$ cat config.mk
export PLATFORM = sky130hd
export DESIGN_NAME = repair_cam
export DESIGN_NICKNAME = d
export VERILOG_FILES = /design/src/rtl/repair_cam_pkg.sv /design/src/rtl/rcam_pick.sv /design/src/rtl/rcam_store.sv /design/src/rtl/rcam_ctrl.sv /design/src/rtl/repair_cam.sv
export SDC_FILE = /design/constraint.sdc
export NUM_CORES = 2
export LEC_CHECK = 0
export ABC_AREA = 0
export BUFFER_PORTS_ARGS = -buffer_cell sky130_fd_sc_hd__buf_2
export CORE_AREA = 2 2 369 371
export DETAILED_ROUTE_END_ITERATION = 12
export DIE_AREA = 0 0 371 373
export PLACE_DENSITY_LB_ADDON = 0.12
export SKIP_LAST_GASP = 1
export SLEW_MARGIN = 15
export SYNTH_ARGS = -nofsm -noshare
export SYNTH_HDL_FRONTEND = slang
export SYNTH_SLANG_ARGS = --single-unit
$ cat constraint.sdc
create_clock -name clk -period 13.9 [get_ports clk]
set_input_delay 2.78 -clock clk [delete_from_list [all_inputs] [get_ports clk]]
set_output_delay 2.78 -clock clk [all_outputs]
set_load 0.05 [all_outputs]
$ cat src/rtl/repair_cam_pkg.sv
package repair_cam_pkg;

    typedef enum logic [1:0] {
        ALLOC_STORED = 2'b00,
        ALLOC_DUP    = 2'b01,
        ALLOC_FULL   = 2'b10
    } alloc_res_e;

    typedef enum logic {
        CS_IDLE   = 1'b0,
        CS_COMMIT = 1'b1
    } cam_state_e;

endpackage

$ cat src/rtl/rcam_pick.sv
module rcam_pick #(
    parameter int N    = 16,
    parameter int IW   = 4
) (
    input  logic [N-1:0]  req,
    output logic          any,
    output logic [IW-1:0] idx
);

    always_comb begin
        idx = '0;
        for (int i = N - 1; i >= 0; i--) begin
            if (req[i]) begin
                idx = IW'(i);
            end
        end
        any = |req;
    end

endmodule

$ cat src/rtl/rcam_store.sv
module rcam_store #(
    parameter int N  = 16,
    parameter int AW = 20,
    parameter int DW = 32,
    parameter int IW = 4
) (
    input  logic                 clk,
    input  logic                 rst_n,
    input  logic [AW-1:0]        lk_key,
    input  logic [AW-1:0]        al_key,
    input  logic                 alloc_we,
    input  logic [IW-1:0]        alloc_idx,
    input  logic [DW-1:0]        alloc_data,
    input  logic                 port_we,
    input  logic                 port_clr,
    input  logic [IW-1:0]        port_idx,
    input  logic [AW-1:0]        port_tag,
    input  logic [DW-1:0]        port_data,
    input  logic                 flag_set,
    input  logic                 flag_clr,
    input  logic [IW-1:0]        flag_idx,
    input  logic                 flag_sel,
    output logic [N-1:0][AW-1:0] tag_q,
    output logic [N-1:0][DW-1:0] data_q,
    output logic [N-1:0]         occ_q,
    output logic [N-1:0]         rfa_q,
    output logic [N-1:0]         rfb_q,
    output logic [N-1:0]         lk_match,
    output logic [N-1:0]         al_match,
    output logic [N-1:0]         free_vec
);

    for (genvar g = 0; g < N; g++) begin : g_ent
        logic sel_alloc, sel_port, sel_flag, healthy;

        assign sel_alloc = alloc_we && (alloc_idx == IW'(g));
        assign sel_port  = (port_idx == IW'(g));
        assign sel_flag  = (flag_idx == IW'(g));
        assign healthy   = !rfa_q[g] && !rfb_q[g];

        always_ff @(posedge clk) begin
            if (!rst_n) begin
                occ_q[g] <= 1'b0;
            end else if (sel_alloc) begin
                occ_q[g] <= 1'b1;
            end else if (port_we && sel_port && healthy) begin
                occ_q[g] <= 1'b1;
            end else if (port_clr && !port_we && sel_port) begin
                occ_q[g] <= 1'b0;
            end
        end

        always_ff @(posedge clk) begin
            if (sel_alloc) begin
                tag_q[g]  <= al_key;
                data_q[g] <= alloc_data;
            end else if (port_we && sel_port && healthy) begin
                tag_q[g]  <= port_tag;
                data_q[g] <= port_data;
            end
        end

        always_ff @(posedge clk) begin
            if (sel_flag && !flag_sel) begin
                if (flag_set) begin
                    rfa_q[g] <= 1'b1;
                end else if (flag_clr) begin
                    rfa_q[g] <= 1'b0;
                end
            end
        end

        always_ff @(posedge clk) begin
            if (sel_flag && flag_sel) begin
                if (flag_set) begin
                    rfb_q[g] <= 1'b1;
                end else if (flag_clr) begin
                    rfb_q[g] <= 1'b0;
                end
            end
        end

        assign lk_match[g] = occ_q[g] && healthy && (tag_q[g] == lk_key);
        assign al_match[g] = occ_q[g] && healthy && (tag_q[g] == al_key);
        assign free_vec[g] = !occ_q[g] && healthy;
    end

endmodule

$ cat src/rtl/rcam_ctrl.sv
module rcam_ctrl
    import repair_cam_pkg::*;
#(
    parameter int AW = 20,
    parameter int DW = 32,
    parameter int IW = 4
) (
    input  logic          clk,
    input  logic          rst_n,
    input  logic          alloc_req,
    input  logic [AW-1:0] alloc_addr,
    input  logic [DW-1:0] alloc_data,
    input  logic          dup_any,
    input  logic [IW-1:0] dup_idx,
    input  logic          free_any,
    input  logic [IW-1:0] free_idx,
    output logic [AW-1:0] cap_addr,
    output logic [DW-1:0] cap_data,
    output logic          busy,
    output logic          ack,
    output alloc_res_e    status,
    output logic [IW-1:0] res_idx,
    output logic          commit_we
);

    cam_state_e state_q, state_d;

    always_comb begin
        state_d = state_q;
        unique case (state_q)
            CS_IDLE:   if (alloc_req) state_d = CS_COMMIT;
            CS_COMMIT: state_d = CS_IDLE;
        endcase
    end

    always_ff @(posedge clk) begin
        if (!rst_n) begin
            state_q <= CS_IDLE;
        end else begin
            state_q <= state_d;
        end
    end

    always_ff @(posedge clk) begin
        if (state_q == CS_IDLE && alloc_req) begin
            cap_addr <= alloc_addr;
            cap_data <= alloc_data;
        end
    end

    always_comb begin
        busy      = 1'b0;
        ack       = 1'b0;
        status    = ALLOC_STORED;
        res_idx   = '0;
        commit_we = 1'b0;
        unique case (state_q)
            CS_IDLE: begin
            end
            CS_COMMIT: begin
                busy = 1'b1;
                ack  = 1'b1;
                if (dup_any) begin
                    status  = ALLOC_DUP;
                    res_idx = dup_idx;
                end else if (free_any) begin
                    status    = ALLOC_STORED;
                    res_idx   = free_idx;
                    commit_we = 1'b1;
                end else begin
                    status = ALLOC_FULL;
                end
            end
        endcase
    end

    AST_ACK_SINGLE: assert property (@(posedge clk) disable iff (!rst_n)
        ack |=> !ack);
    AST_REQ_STARTS: assert property (@(posedge clk) disable iff (!rst_n)
        (!busy && alloc_req) |=> ack);

endmodule

$ cat src/rtl/repair_cam.sv
module repair_cam
    import repair_cam_pkg::*;
#(
    parameter int ENTRIES = 16,
    parameter int ADDR_W  = 20,
    parameter int DATA_W  = 32,
    localparam int IDX_W  = (ENTRIES > 1) ? $clog2(ENTRIES) : 1
) (
    input  logic              clk,
    input  logic              rst_n,
    input  logic [ADDR_W-1:0] lk_addr,
    output logic              hit,
    output logic [IDX_W-1:0]  hit_idx,
    output logic [DATA_W-1:0] hit_data,
    output logic              multi_hit,
    input  logic              alloc_req,
    input  logic [ADDR_W-1:0] alloc_addr,
    input  logic [DATA_W-1:0] alloc_data,
    output logic              alloc_busy,
    output logic              alloc_ack,
    output logic [1:0]        alloc_status,
    output logic [IDX_W-1:0]  alloc_idx,
    output logic              full,
    input  logic              flag_set,
    input  logic              flag_clr,
    input  logic [IDX_W-1:0]  flag_idx,
    input  logic              flag_sel,
    input  logic [IDX_W-1:0]  xfer_rd_idx,
    output logic [ADDR_W-1:0] xfer_rd_tag,
    output logic [DATA_W-1:0] xfer_rd_data,
    output logic              xfer_rd_valid,
    input  logic              xfer_wr_en,
    input  logic              xfer_clr,
    input  logic [IDX_W-1:0]  xfer_wr_idx,
    input  logic [ADDR_W-1:0] xfer_wr_tag,
    input  logic [DATA_W-1:0] xfer_wr_data
);

    logic [ENTRIES-1:0][ADDR_W-1:0] tag_q;
    logic [ENTRIES-1:0][DATA_W-1:0] data_q;
    logic [ENTRIES-1:0]             occ_q, rfa_q, rfb_q;
    logic [ENTRIES-1:0]             lk_match, al_match, free_vec;
    logic [ADDR_W-1:0]              cap_addr;
    logic [DATA_W-1:0]              cap_data;
    logic                           dup_any, free_any, commit_we;
    logic [IDX_W-1:0]               dup_idx, free_idx;
    alloc_res_e                     status;

    rcam_store #(.N(ENTRIES), .AW(ADDR_W), .DW(DATA_W), .IW(IDX_W)) u_store (
        .clk        (clk),
        .rst_n      (rst_n),
        .lk_key     (lk_addr),
        .al_key     (cap_addr),
        .alloc_we   (commit_we),
        .alloc_idx  (free_idx),
        .alloc_data (cap_data),
        .port_we    (xfer_wr_en && !alloc_busy),
        .port_clr   (xfer_clr && !alloc_busy),
        .port_idx   (xfer_wr_idx),
        .port_tag   (xfer_wr_tag),
        .port_data  (xfer_wr_data),
        .flag_set   (flag_set),
        .flag_clr   (flag_clr),
        .flag_idx   (flag_idx),
        .flag_sel   (flag_sel),
        .tag_q      (tag_q),
        .data_q     (data_q),
        .occ_q      (occ_q),
        .rfa_q      (rfa_q),
        .rfb_q      (rfb_q),
        .lk_match   (lk_match),
        .al_match   (al_match),
        .free_vec   (free_vec)
    );

    rcam_pick #(.N(ENTRIES), .IW(IDX_W)) u_pick_hit (
        .req (lk_match), .any (hit), .idx (hit_idx)
    );
    rcam_pick #(.N(ENTRIES), .IW(IDX_W)) u_pick_dup (
        .req (al_match), .any (dup_any), .idx (dup_idx)
    );
    rcam_pick #(.N(ENTRIES), .IW(IDX_W)) u_pick_free (
        .req (free_vec), .any (free_any), .idx (free_idx)
    );

    rcam_ctrl #(.AW(ADDR_W), .DW(DATA_W), .IW(IDX_W)) u_ctrl (
        .clk        (clk),
        .rst_n      (rst_n),
        .alloc_req  (alloc_req),
        .alloc_addr (alloc_addr),
        .alloc_data (alloc_data),
        .dup_any    (dup_any),
        .dup_idx    (dup_idx),
        .free_any   (free_any),
        .free_idx   (free_idx),
        .cap_addr   (cap_addr),
        .cap_data   (cap_data),
        .busy       (alloc_busy),
        .ack        (alloc_ack),
        .status     (status),
        .res_idx    (alloc_idx),
        .commit_we  (commit_we)
    );

    assign alloc_status  = status;
    assign full          = !free_any;
    assign multi_hit     = ($countones(lk_match) > 1);
    assign hit_data      = data_q[hit_idx];
    assign xfer_rd_tag   = tag_q[xfer_rd_idx];
    assign xfer_rd_data  = data_q[xfer_rd_idx];
    assign xfer_rd_valid = occ_q[xfer_rd_idx] && !rfa_q[xfer_rd_idx]
                           && !rfb_q[xfer_rd_idx];

    AST_HIT_QUALIFIED: assert property (@(posedge clk) disable iff (!rst_n)
        hit |-> (occ_q[hit_idx] && !rfa_q[hit_idx] && !rfb_q[hit_idx]
                 && tag_q[hit_idx] == lk_addr));
    AST_MULTI_IMPLIES_HIT: assert property (@(posedge clk) disable iff (!rst_n)
        multi_hit |-> hit);
    AST_STORE_GROWS: assert property (@(posedge clk) disable iff (!rst_n)
        (alloc_ack && alloc_status == 2'b00)
        |=> $countones(occ_q) == $past($countones(occ_q)) + 1);
    AST_FULL_NOWRITE: assert property (@(posedge clk) disable iff (!rst_n)
        (alloc_ack && alloc_status == 2'b10) |=> $stable(occ_q));
    AST_DUP_NOWRITE: assert property (@(posedge clk) disable iff (!rst_n)
        (alloc_ack && alloc_status == 2'b01) |=> $stable(occ_q));

endmodule

==> summary by stage <==
Power
Summed over all nets, the switching power comes to 1.767 mW. The clock share of power is a little over two fifths. The logic gate share of total power is 11.2%. The internal portion of the total power is 4.978 mW. The share of total power in sequential cells is 47.1%. The leakage component of the power is 22.02 nW.

Net switching is 26.20% of the power. IR analysis of the VDD net gives a maximum drop of about 0.10 mV. Overall power consumption after layout is estimated at a little under 7 mW. The total power divided by cell area is 101.9 nW/um2.

Floorplan
The initial utilization of the core area, before any placement, comes to roughly 45%. The number of rows created at floorplan is approximately 140. The overall die height is 373 um. The placeable core area is 134,600 um2. The chip width is 371 um.

The I/O pin count is 244. The area of the die is about 140,000 um2.

Synthesis
Counting flops with a built-in enable in the synthesized netlist gives roughly 900. Counting flops and latches in the post-synthesis netlist gives 933. The top flip-flop cell by instance count after synthesis is sky130_fd_sc_hd__edfxtp_1. The cell area after synthesis is approximately 60,000 um2.

Each instance of the synthesized netlist takes up on average 13.60 um2. The number of synthesis warnings is 0. Synthesis produced a netlist with a net count of 4,588. After synthesis, the share of flip-flops with an asynchronous set or reset is 0%. The number of different library cells used by synthesis comes to 76.

The fraction of the yosys area taken by sequential cells is 46.23%. The post-synthesis cell count is 4,428.

Job
The max-capacitance violation count is 0.

Timing
In the finished design, the share of the clock period the worst path needs comes to 82.66%. The minimum clock period after layout is 11,490 ps. Measured against its own limit, the worst slew margin works out to 7.388%.

Setup repair after global routing left no endpoint under its margin. Setup violations remaining at the end of the flow were counted as 0. The setup total negative slack is 0 ps. Setup slack on the critical path of the routed design comes to around 2400 ps. Static timing analysis puts the maximum clock frequency at 87.03 MHz. The final hold slack is 515.6 ps. The max-slew violation count is 0. At the pin with the least slew margin, the transition time is between 1000 and 1500 ps. The final worst clock skew is 47.18 ps.

The final hold violation count is 0.

Clock tree
The number of levels the H-tree was split into is 3. After clock tree synthesis, the flow added hold-fix buffers numbering 0. The CTS tree is built. Clock tree synthesis found a total of 933 sinks. No sink is reached through more buffers than the 3 on the longest clock path. Once the clock tree was built, the resizer swapped 0 gates to a different size. In this run the post-CTS setup repair buffer count came out at 0. The number of buffers created by CTS is 107.

The tree is rooted in a sky130_fd_sc_hd__clkbuf_16. The clock slew at the register clock pins of the worst setup and hold paths is 60 ps. For the worst-skew pair, the clock arrives at the later sink with an insertion delay of 770 ps.

GRT
The number of antenna violations at the first check in global routing is 19. The first global-routing pass estimated 347,500 um of wire. The total global routing overflow is 0. The global router's overall resource usage is 36.09%. Entering global routing, the biggest net connects 119 pins. The via count of the first global-routing pass is 42,606.

Placement
The worst slack at placement is between 2000 and 2500 ps. The placement-stage cell area is between 60,000 and 70,000 um2. At the end of routability-driven placement, the weighted congestion stood at 1.111.

The detailed placer's ending HPWL is 164,900 um. The cell count after placement is 6,131. During placement, the flow inserted port buffers numbering 243.

Finish
The count of nets after finishing is 4,619. The fraction of layout instances using a drive strength above 1 is 39.56%. The finished layout cell area is around 66,000 um2.

The final cell utilization of the core is about half. Fill cells in the final layout number between 10,000 and 15,000. Relative to the synthesized area, the layout overhead comes to 9.895%. Excluding fillers, the count of instances in the completed layout stands at 6,341.

Worst setup path
The slowest library cell on the worst path is sky130_fd_sc_hd__buf_2. The arrival time of data at the critical path endpoint is 8710 ps. The critical path launch point type is an input pin. Walking the worst path, the cells encountered are buf_2 > xor2_1 > nor4_1 > nand4_1 > nor4_1 > inv_1 > fa_1 > fa_1 > inv_1 > fa_1 > inv_1 > fa_1 > inv_1 > ha_1 > inv_1 > fa_1 > a211oi_1 > mux2_2 > nand3_1 > buf_2.

The critical path contains buffers and inverters numbering 7 combined. The worst setup path is of the input pin to primary output kind. The maximum net fanout on the critical path is 16. STA puts the critical path data required time at 11,120 ps. The type of destination of the critical path is a primary output. The maximum single-stage delay on the critical path is ~630 ps. Among cell families on the critical path, the largest total delay comes from adder cells.

Hold path
The worst hold path class is flop to flop.

Detailed routing
The first-pass detailed-route iteration total is 5. The mean routed wirelength per cell is 40.03 um. In the routed layout, each cell is associated on average with a via count of 6.797. The final route contains ~43,000 vias.

Wires add up to 253,800 um. For this run, design rule violations remaining after detail routing come to 0. After the first detailed-routing iteration, the DRC count stood at 5,936.

The post-route antenna net violation count is 0.

Outcome
The run finished with clean final reports.
==> power by group through the flow <==
stage,Combinational [mW],Clock [mW],Sequential (mW)
after floorplan,0.526,0,3.20
after global placement,0.736,0,3.23
after detailed placement,0.741,0,3.23
after CTS,0.744,2.84,3.17
after global routing,0.786,2.94,3.18
final,0.755,2.82,3.17
==> cell families (layout without fill, tap and decap cells) <==
logic type | after synthesis | count (layout) | synth area share [%]
flops | 933 | 933 | 46.23
buf+inv | 462 | 584 | 3.766
fa+ha+maj | 16 | 16 | 0.4570
simple gates | 744 | 744 | 7.075
compound gates | 370 | 370 | 4.584
xor+xnor | 641 | 641 | 9.320
mux | 1262 | 1262 | 28.57
other cells | 0 | 10 | 0
==> layer usage <==
| metal | part of all wire (%) | up-vias | track usage, % |
|---|---|---|---|
| met5 | 0.010 | - | 0 |
| met4 | 6.3 | 4 | 18.89 |
| met3 | 8.9 | 672 | 6.470 |
| met2 | 46 | 2722 | 56.39 |
| met1 | 39 | 22425 | 47.84 |
| li1 | - | 17279 | - |
==> sequential cells by signal, summed over array words and instances, names as in the netlist <==
| name | count |
|---|---|
| u_store.rfa_q | 16 |
| u_store.rfb_q | 16 |
| u_ctrl.cap_addr | 20 |
| u_ctrl.state_q | 1 |
| u_store.tag_q | 320 |
| u_store.occ_q | 16 |
| u_store.data_q | 512 |
| u_ctrl.cap_data | 32 |
==> worst reg2reg max path, cell delays in order, from the launching register on <==
cell and delay, ps:
sky130_fd_sc_hd__edfxtp_1 700, sky130_fd_sc_hd__buf_4 550, sky130_fd_sc_hd__xor2_1 150, sky130_fd_sc_hd__nor3_1 410
sky130_fd_sc_hd__nand4_1 340, sky130_fd_sc_hd__nor4_2 1110, sky130_fd_sc_hd__or2_1 270, sky130_fd_sc_hd__nor3_2 80
sky130_fd_sc_hd__nand3_1 360, sky130_fd_sc_hd__nor3b_1 110, sky130_fd_sc_hd__buf_4 190, sky130_fd_sc_hd__nand2_4 600
sky130_fd_sc_hd__nand2_4 420, sky130_fd_sc_hd__buf_4 490
==> synth_stat cells (12+ instances only) <==
cell type / count / area, um2
sky130_fd_sc_hd__a21oi_1: 101 / 505.5
sky130_fd_sc_hd__nor4_1: 122 / 763.2
sky130_fd_sc_hd__nand4b_1: 12 / 105.1
sky130_fd_sc_hd__mux2_2: 897 / 10100
sky130_fd_sc_hd__nand4_1: 105 / 656.9
sky130_fd_sc_hd__mux4_2: 264 / 5946
sky130_fd_sc_hd__clkbuf_1: 191 / 716.9
sky130_fd_sc_hd__a31oi_1: 19 / 118.9
sky130_fd_sc_hd__nor2_1: 84 / 315.3
sky130_fd_sc_hd__nand2_1: 76 / 285.3
sky130_fd_sc_hd__o21ai_0: 118 / 590.6
sky130_fd_sc_hd__xnor2_1: 250 / 2190
sky130_fd_sc_hd__buf_6: 33 / 371.6
sky130_fd_sc_hd__mux2i_1: 70 / 700.7
sky130_fd_sc_hd__edfxtp_1: 916 / 27510
sky130_fd_sc_hd__xor2_1: 391 / 3425
sky130_fd_sc_hd__inv_1: 28 / 105.1
sky130_fd_sc_hd__buf_2: 157 / 785.8
sky130_fd_sc_hd__nor3_1: 60 / 300.3
sky130_fd_sc_hd__a2111oi_4: 19 / 523.0
sky130_fd_sc_hd__mux2_4: 30 / 450.4
sky130_fd_sc_hd__nor4bb_1: 14 / 140.1
sky130_fd_sc_hd__o22a_1: 32 / 280.3
sky130_fd_sc_hd__a2111oi_2: 13 / 195.2
sky130_fd_sc_hd__nand3_1: 156 / 780.8
sky130_fd_sc_hd__a22oi_1: 32 / 240.2
sky130_fd_sc_hd__buf_1: 29 / 108.9
sky130_fd_sc_hd__buf_4: 24 / 180.2
sky130_fd_sc_hd__dfxtp_1: 17 / 340.3
==> layout by cell type, fill, tap and decap left out, types with 12 or more instances in the layout <==
master,instances
sky130_fd_sc_hd__a2111oi_2,13
sky130_fd_sc_hd__a2111oi_4,19
sky130_fd_sc_hd__a21oi_1,101
sky130_fd_sc_hd__a22oi_1,32
sky130_fd_sc_hd__a31oi_1,19
sky130_fd_sc_hd__buf_2,239
sky130_fd_sc_hd__buf_4,109
sky130_fd_sc_hd__clkbuf_1,26
sky130_fd_sc_hd__clkbuf_16,108
sky130_fd_sc_hd__clkinv_1,25
sky130_fd_sc_hd__clkinv_2,22
sky130_fd_sc_hd__dfxtp_1,17
sky130_fd_sc_hd__edfxtp_1,916
sky130_fd_sc_hd__inv_1,26
sky130_fd_sc_hd__mux2_2,897
sky130_fd_sc_hd__mux2_4,30
sky130_fd_sc_hd__mux2i_1,70
sky130_fd_sc_hd__mux4_2,264
sky130_fd_sc_hd__nand2_1,49
sky130_fd_sc_hd__nand2_4,26
sky130_fd_sc_hd__nand3_1,154
sky130_fd_sc_hd__nand4_1,105
sky130_fd_sc_hd__nand4b_1,12
sky130_fd_sc_hd__nor2_1,83
sky130_fd_sc_hd__nor3_1,59
sky130_fd_sc_hd__nor4_1,117
sky130_fd_sc_hd__nor4bb_1,14
sky130_fd_sc_hd__o21ai_0,118
sky130_fd_sc_hd__o22a_1,32
sky130_fd_sc_hd__xnor2_1,250
sky130_fd_sc_hd__xor2_1,391
==> worst paths after layout <==
| path | slack [ps] | from | to | cells after the start |
|---|---|---|---|---|
| min | 520 | u_store.occ_q[1] | u_store.occ_q[1] | 2 |
| max reg2reg | 7530 | u_ctrl.cap_addr[12] | u_store.tag_q[110] | 13 |
| max | 2410 | lk_addr[1] | multi_hit | 20 |
| min reg2reg | 520 | u_store.occ_q[1] | u_store.occ_q[1] | 2 |
==> area by class of cell <==
type	count	area, um2	area share, %
clock buffers	134	2800	4.230
clock inverters	66	598.1	0.9035
flip-flops and latches	933	27850	42.07
multi-input cells	3033	30430	45.97
repair buffers	356	2156	3.257
inverters	28	110.1	0.1663
well taps	1781	2228	3.366
diodes	10	25.02	0.03780
Note: power is estimated with default switching activity, not from simulation.
